File: src/rtl/pp_pkg.sv
package pp_pkg;
  localparam int NCH = 3;

  typedef enum logic [2:0] {
    OP_START = 3'd0,
    OP_EDGE  = 3'd1,
    OP_DEPTH = 3'd2,
    OP_SHADE = 3'd3,
    OP_SWAP  = 3'd4
  } pp_op_e;
endpackage

File: src/rtl/pp_sgen.sv
// Chain of one-bit serial adders: lane k carries base + k*inc, bit-serially.
module pp_sgen #(
  parameter int N = 4
) (
  input  logic         clk,
  input  logic         rst_n,
  input  logic         clr,
  input  logic         step,
  input  logic         base_bit,
  input  logic         inc_bit,
  output logic [N-1:0] lane
);
  logic [N-1:0] cy_q;
  logic [N-1:0] cy_d;

  always_comb begin
    logic t;
    t       = base_bit;
    lane[0] = t;
    cy_d    = '0;
    for (int k = 1; k < N; k++) begin
      cy_d[k] = (t & inc_bit) | (t & cy_q[k]) | (inc_bit & cy_q[k]);
      t       = t ^ inc_bit ^ cy_q[k];
      lane[k] = t;
    end
  end

  always_ff @(posedge clk or negedge rst_n) begin
    if (!rst_n)    cy_q <= '0;
    else if (clr)  cy_q <= '0;
    else if (step) cy_q <= cy_d;
  end
endmodule

File: src/rtl/pp_ctrl.sv
module pp_ctrl
  import pp_pkg::*;
#(
  parameter int ZW = 16,
  parameter int CW = 8,
  localparam int IW = $clog2(ZW)
) (
  input  logic          clk,
  input  logic          rst_n,
  input  logic          cmd_valid,
  output logic          cmd_ready,
  input  logic [2:0]    cmd_op,
  input  logic [1:0]    cmd_chan,
  input  logic          bit_valid,
  output logic          bit_ready,
  output logic          clr,
  output logic          step,
  output logic          last,
  output logic          start_p,
  output pp_op_e        op_q,
  output logic [1:0]    chan_q,
  output logic          sel_q,
  output logic [IW-1:0] idx,
  output logic          done
);
  logic          active_q;
  logic [IW-1:0] cnt_q;
  logic          accept;
  logic          pass_cmd;
  logic [IW-1:0] last_idx;

  assign cmd_ready = ~active_q;
  assign bit_ready = active_q;
  assign accept    = cmd_valid & ~active_q;
  assign pass_cmd  = (cmd_op == OP_EDGE) || (cmd_op == OP_DEPTH) || (cmd_op == OP_SHADE);
  assign clr       = accept & pass_cmd;
  assign start_p   = accept & (cmd_op == OP_START);
  assign step      = active_q & bit_valid;
  assign last_idx  = (op_q == OP_SHADE) ? IW'(CW - 1) : IW'(ZW - 1);
  assign last      = step & (cnt_q == last_idx);
  assign idx       = cnt_q;

  always_ff @(posedge clk or negedge rst_n) begin
    if (!rst_n) begin
      active_q <= 1'b0;
      cnt_q    <= '0;
      op_q     <= OP_START;
      chan_q   <= '0;
      sel_q    <= 1'b0;
      done     <= 1'b0;
    end else begin
      done <= 1'b0;
      if (accept) begin
        if (pass_cmd) begin
          active_q <= 1'b1;
          cnt_q    <= '0;
          op_q     <= pp_op_e'(cmd_op);
          chan_q   <= cmd_chan;
        end else begin
          done <= 1'b1;
          if (cmd_op == OP_SWAP) sel_q <= ~sel_q;
        end
      end
      if (step) begin
        if (last) begin
          active_q <= 1'b0;
          done     <= 1'b1;
        end else begin
          cnt_q <= cnt_q + 1'b1;
        end
      end
    end
  end
endmodule

File: src/rtl/pp_cell.sv
module pp_cell
  import pp_pkg::*;
#(
  parameter int ZW = 16,
  parameter int CW = 8,
  localparam int IW = $clog2(ZW)
) (
  input  logic          clk,
  input  logic          rst_n,
  input  logic          clr,
  input  logic          step,
  input  logic          last,
  input  logic          start_p,
  input  pp_op_e        op,
  input  logic [1:0]    chan,
  input  logic          cur_sel,
  input  logic [IW-1:0] idx,
  input  logic          xs,
  input  logic          ys,
  output logic          en_o,
  output logic [ZW-1:0] depth_o,
  output logic [NCH*CW-1:0] color_o
);
  logic          cy_q, lt_q, en_q;
  logic [ZW-1:0] f_sr, depth_q;
  logic [CW-1:0] img [2][NCH];
  logic          sum, cy_n, dbit, lt_n;
  logic [ZW-1:0] f_next;

  // one-bit adder and one-bit running less-than comparator
  assign sum    = xs ^ ys ^ cy_q;
  assign cy_n   = (xs & ys) | (xs & cy_q) | (ys & cy_q);
  assign dbit   = depth_q[idx];
  assign lt_n   = (~sum & dbit) | (~(sum ^ dbit) & lt_q);
  assign f_next = {sum, f_sr[ZW-1:1]};

  always_ff @(posedge clk or negedge rst_n) begin
    if (!rst_n) begin
      cy_q    <= 1'b0;
      lt_q    <= 1'b0;
      en_q    <= 1'b0;
      f_sr    <= '0;
      depth_q <= '1;
      for (int b = 0; b < 2; b++)
        for (int c = 0; c < NCH; c++) img[b][c] <= '0;
    end else begin
      if (clr) begin
        cy_q <= 1'b0;
        lt_q <= 1'b0;
      end
      if (start_p) en_q <= 1'b1;
      if (step) begin
        cy_q <= cy_n;
        lt_q <= lt_n;
        f_sr <= f_next;
        if (last) begin
          case (op)
            OP_EDGE:  if (sum) en_q <= 1'b0;
            OP_DEPTH: if (en_q && lt_n) depth_q <= f_next;
                      else en_q <= 1'b0;
            OP_SHADE: if (en_q && (32'(chan) < NCH)) img[~cur_sel][chan] <= f_next[ZW-1 -: CW];
            default: ;
          endcase
        end
      end
    end
  end

  assign en_o    = en_q;
  assign depth_o = depth_q;
  assign color_o = {img[cur_sel][2], img[cur_sel][1], img[cur_sel][0]};
endmodule

File: src/rtl/pp_array.sv
module pp_array
  import pp_pkg::*;
#(
  parameter int COLS = 4,
  parameter int ROWS = 4,
  parameter int ZW   = 16,
  parameter int CW   = 8,
  localparam int XW    = $clog2(COLS),
  localparam int YW    = $clog2(ROWS),
  localparam int IW    = $clog2(ZW),
  localparam int CELLS = COLS * ROWS
) (
  input  logic              clk,
  input  logic              rst_n,
  input  logic              cmd_valid,
  output logic              cmd_ready,
  input  logic [2:0]        cmd_op,
  input  logic [1:0]        cmd_chan,
  input  logic              bit_valid,
  output logic              bit_ready,
  input  logic              coef_a,
  input  logic              coef_b,
  input  logic              coef_c,
  output logic              done,
  input  logic [XW-1:0]     rd_x,
  input  logic [YW-1:0]     rd_y,
  output logic              rd_en,
  output logic [ZW-1:0]     rd_depth,
  output logic [NCH*CW-1:0] rd_color
);
  logic          clr, step, last, start_p, sel_q;
  pp_op_e        op_q;
  logic [1:0]    chan_q;
  logic [IW-1:0] idx;
  logic [COLS-1:0] xs;
  logic [ROWS-1:0] ys;

  logic [CELLS-1:0]        en_flat;
  logic [CELLS*ZW-1:0]     depth_flat;
  logic [CELLS*NCH*CW-1:0] color_flat;

  pp_ctrl #(.ZW(ZW), .CW(CW)) u_ctrl (
    .clk, .rst_n, .cmd_valid, .cmd_ready, .cmd_op, .cmd_chan,
    .bit_valid, .bit_ready, .clr, .step, .last, .start_p,
    .op_q, .chan_q, .sel_q, .idx, .done
  );

  pp_sgen #(.N(COLS)) u_xgen (
    .clk, .rst_n, .clr, .step, .base_bit(coef_c), .inc_bit(coef_a), .lane(xs)
  );

  pp_sgen #(.N(ROWS)) u_ygen (
    .clk, .rst_n, .clr, .step, .base_bit(1'b0), .inc_bit(coef_b), .lane(ys)
  );

  for (genvar r = 0; r < ROWS; r++) begin : g_row
    for (genvar c = 0; c < COLS; c++) begin : g_col
      localparam int I = r * COLS + c;
      pp_cell #(.ZW(ZW), .CW(CW)) u_cell (
        .clk, .rst_n, .clr, .step, .last, .start_p,
        .op(op_q), .chan(chan_q), .cur_sel(sel_q), .idx,
        .xs(xs[c]), .ys(ys[r]),
        .en_o(en_flat[I]),
        .depth_o(depth_flat[I*ZW +: ZW]),
        .color_o(color_flat[I*NCH*CW +: NCH*CW])
      );
    end
  end

  always_comb begin
    rd_en    = 1'b0;
    rd_depth = '0;
    rd_color = '0;
    for (int i = 0; i < CELLS; i++) begin
      if ((32'(rd_y) * COLS + 32'(rd_x)) == i) begin
        rd_en    = en_flat[i];
        rd_depth = depth_flat[i*ZW +: ZW];
        rd_color = color_flat[i*NCH*CW +: NCH*CW];
      end
    end
  end
endmodule

File: config.mk
export PLATFORM = sky130hd
export DESIGN_NAME = pp_array
export DESIGN_NICKNAME = d
export VERILOG_FILES = /design/src/rtl/pp_pkg.sv /design/src/rtl/pp_sgen.sv /design/src/rtl/pp_ctrl.sv /design/src/rtl/pp_cell.sv /design/src/rtl/pp_array.sv
export SDC_FILE = /design/constraint.sdc
export NUM_CORES = 2
export LEC_CHECK = 0
export BUFFER_PORTS_ARGS = -buffer_cell sky130_fd_sc_hd__buf_2
export CAP_MARGIN = 20
export CORE_ASPECT_RATIO = 1.25
export CORE_MARGIN = 3
export CORE_UTILIZATION = 45
export DETAILED_ROUTE_END_ITERATION = 10
export GPL_ROUTABILITY_DRIVEN = 1
export SYNTH_ARGS = -nofsm -noshare
export SYNTH_HDL_FRONTEND = slang
export SYNTH_SLANG_ARGS = --single-unit
File: constraint.sdc
create_clock -name clk -period 6.7 [get_ports clk]
set_input_delay 1.005 -clock clk [delete_from_list [all_inputs] [get_ports clk]]
set_output_delay 1.005 -clock clk [all_outputs]
set_load 0.1 [all_outputs]
==> impl_metrics.py <==
metrics = {
    "cts": {
        "holdBufCountCts": 0,
        "cts_resized": 0,
        "post_cts_buffers": 0,
        "insertion_delay_ns": 0.79,
        "cts.clk_slew.worst_paths_ns": 0.06,
        "cts_tree": "built",
        "htreeDepth": 4,
        "cts.sinks": 1330,
        "numCtsBuffers": 141,
        "root_buffer": "clkbuf_16",
        "cts_max_path_buffers": 3,
    },
    "placement": {
        "portBuffers": 59,
        "gp_congestion": 0.9556,
        "dp_hpwl_um": 145900,
    },
    "synthesis": {
        "ys_seq_area_frac": 0.5285,
        "synth_nets": 5261,
        "yosys-top-cells-count": "1074 x dfrtp_1, 1023 x mux2_2, 927 x nand2_1",
        "async_reset_ff_frac": 1.000,
        "yosysTopAreaCell": "dfrtp_1",
        "synth_top_area_frac": 0.4227,
        "synth_area_um2": 63580,
        "syn_inst": 5209,
        "ys_seq_elements": 1330,
        "yosys-top-cells-area": "dfrtp_1 42%, mux2_2 18%, dfstp_2 11%, nand2_1 5.5%, mux2i_1 5.0%",
        "synth_most_common_cell": "dfrtp_1",
        "ys_types": 77,
        "synth_edf_count": 0,
        "synth_ff_type": "dfrtp_1",
        "syn_avg_cell_area_um2": 12.21,
        "yosysWarnings": 0,
    },
    "finish": {
        "drive_above_1_share": 0.3520,
        "multi_input_area_um2": 28120,
        "area_delta_synth_final_pct": 10.64,
        "layout.nets": 5170,
        "fillers": 12290,
        "area.sequential_um2": 33610,
    },
    "sta": {
        "rsz0062_at_grt": "no",
        "finalHoldViolations": 0,
        "tns_ns": 0,
        "setup_viol": 0,
        "fmax_ghz": 0.1601,
        "worst_slew_margin_rel": 0.2353,
        "timing.final.crit_share": 0.9322,
        "clock_skew_ns": 0.03657,
        "worst_pin_slew_ns": 1.147,
        "min_period_ns": 6.245,
        "maxSlewViolCount": 0,
    },
    "critical_path": {
        "path_max_fanout": 49,
        "cp-start-kind": "flop",
        "crit_path_top_delay_cell": "dfrtp_4",
        "crit_required_ns": 5.69,
        "max_stage_delay_ns": 1.04,
        "cp-end-kind": "output pin",
        "path_buf_inv": 3,
        "cp.arrival_ns": 5.24,
        "path_class": "flop to output pin",
        "path_cells": "buf_12 > buf_4 > mux2_2 > a221oi_1 > o21ai_0 > nor4b_1 > nor2_1 > buf_2",
        "cp_top_family": "simple AND/OR/NAND/NOR gates",
    },
    "power": {
        "p_leak_nw": 32.90,
        "peakVddDrop_uv": 269.1,
        "p_total_mw": 23.98,
        "powerDensity_nw_per_um2": 340.8,
    },
    "die": {
        "core_um2": 139700,
        "io-pin-count": 60,
        "row_count": 153,
        "start_util": 0.4550,
        "die_x_um": 342.2,
        "die_y_um": 426.3,
        "die_area_um2": 145900,
    },
    "routing": {
        "avgRoutedWirePerCell_um": 28.92,
        "drcViolationCount": 0,
        "drt_first_pass_iters": 6,
        "via_per_inst": 6.039,
        "drt_iter0_markers": 3776,
        "vias": 42810,
        "antenna_left": 0,
        "wl_um": 205000,
    },
    "grt": {
        "grt_max_degree": 187,
        "antenna_found_initial": 5,
        "grt_overflow": 0,
        "grt_pass1_vias": 42960,
        "grt_usage": 0.2817,
        "grt_pass1_wl_um": 301600,
    },
    "worst_hold_path": {
        "hold_path_class": "input pin to asynchronous set/reset pin",
    },
    "flow_run": {
        "maxCapViolations": 0,
    },
    "status": {
        "status": "finished clean",
    },
}
flip-flops by register name (all words and copies together), names as in the netlist, 4 cells and up:
name                        flops
g_row.g_col.u_cell.en_o        16
g_row.g_col.u_cell.depth_o    256
g_row.g_col.u_cell.cy_q        16
g_row.g_col.u_cell.f_sr       240
g_row.g_col.u_cell.img        768
g_row.g_col.u_cell.lt_q        16
u_ctrl.idx                      4
layer usage:
| layer | GRT usage | share of wire | wire, um |
|---|---|---|---|
| met2 | 0.4675 | 0.49 | 99540 |
| met5 | 0 | 0.00021 | 44 |
| met1 | 0.3549 | 0.40 | 81250 |
| met3 | 0.04213 | 0.056 | 11530 |
| met4 | 0.1524 | 0.062 | 12620 |
path summary, 6_finish.rpt:
check | startpoint | end | slack [ns] | cells after the start
min in group clk | g_row[0].g_col[2].u_cell.f_sr[1] | g_row[0].g_col[2].u_cell.f_sr[1] | 0.47 | 2
min | rst_n | g_row[3].g_col[0].u_cell.img[13] | 0.26 | 1
max in group asynchronous | rst_n | g_row[3].g_col[3].u_cell.f_sr[3] | 4.84 | 2
max | u_ctrl.sel_q | rd_color[19] | 0.45 | 8
min reg2reg | g_row[0].g_col[2].u_cell.f_sr[1] | g_row[0].g_col[2].u_cell.f_sr[1] | 0.47 | 2
max reg2reg | u_ygen.cy_q[1] | g_row[3].g_col[0].u_cell.depth_o[12] | 1.80 | 11
logic make-up after synthesis:
logic type      after synthesis  synth area share
simple gates               1268           0.09087
xor+xnor                     11          0.001633
buf+inv                     459           0.03078
mux                        1453            0.2711
compound gates              650           0.06809
fa+ha+maj                    38          0.009052
flops                      1330            0.5285
cells in the final DEF (no fill, tap or decap), drive strengths merged, types with 8 or more instances in the layout:
| cell type | Yosys | routed |
|---|---|---|
| a221oi | 16 | 16 |
| a2111oi | 10 | 10 |
| nor3b | 17 | 17 |
| a21oi | 94 | 94 |
| a211oi | 23 | 23 |
| nor3 | 36 | 36 |
| a22o | 21 | 21 |
| nor2b | 33 | 33 |
| nand2 | 937 | 937 |
| xnor2 | 8 | 8 |
| o22ai | 81 | 81 |
| a31oi | 9 | 9 |
| fa | 14 | 14 |
| o31ai | 8 | 8 |
| inv | 59 | 64 |
| clkinv | 0 | 18 |
| a21o | 25 | 25 |
| buf | 120 | 165 |
| mux2 | 1023 | 1023 |
| nor4 | 15 | 15 |
| nand3 | 20 | 20 |
| nor2 | 106 | 106 |
| dfstp | 256 | 256 |
| clkbuf | 280 | 221 |
| nand2b | 31 | 31 |
| dfrtp | 1074 | 1074 |
| bufinv | 0 | 8 |
| a22oi | 55 | 55 |
| mux4 | 113 | 113 |
| nand4 | 27 | 27 |
| ha | 22 | 22 |
| o221ai | 61 | 61 |
| o21ai | 168 | 168 |
| or3 | 12 | 12 |
| mux2i | 317 | 317 |
| o211ai | 25 | 25 |
per-stage QoR:
| step | cell area, um^2 | hold WS (ns) | instances | util | worst slack [ns] |
|---|---|---|---|---|---|
| CTS | 70340 | 0.2804 | 7087 | 0.5034 | 0.6054 |
| global placement | 65640 | 0.4540 | 6835 | 0.4697 | 0.7174 |
| floorplan | 63580 | 0.4402 | 5209 | - | 1.369 |
| finish | 70350 | 0.2592 | 7089 | 0.5034 | 0.4545 |
| global route | 70340 | 0.3158 | 7087 | 0.5034 | 0.4101 |
| detailed placement | 65640 | 0.4608 | 6835 | 0.4697 | 0.7844 |
where the power goes:
part | internal (mW) | leakage, nW | switching (mW)
sequential | 8.85 | 17.3 | 2.02
combinational | 1.70 | 13.3 | 3.40
clock | 4.71 | 2.31 | 3.29
final cells by class:
cell class / instances / share of cell area
Sequential cell: 1330 / 0.4778
Clock inverter: 32 / 0.005745
Timing Repair Buffer: 166 / 0.01932
Tap cell: 1860 / 0.03308
Clock buffer: 220 / 0.06104
Inverter: 59 / 0.003148
Antenna cell: 2 / 0.00007114
Multi-Input combinational cell: 3420 / 0.3998
Note: power is estimated with default switching activity, not from simulation.
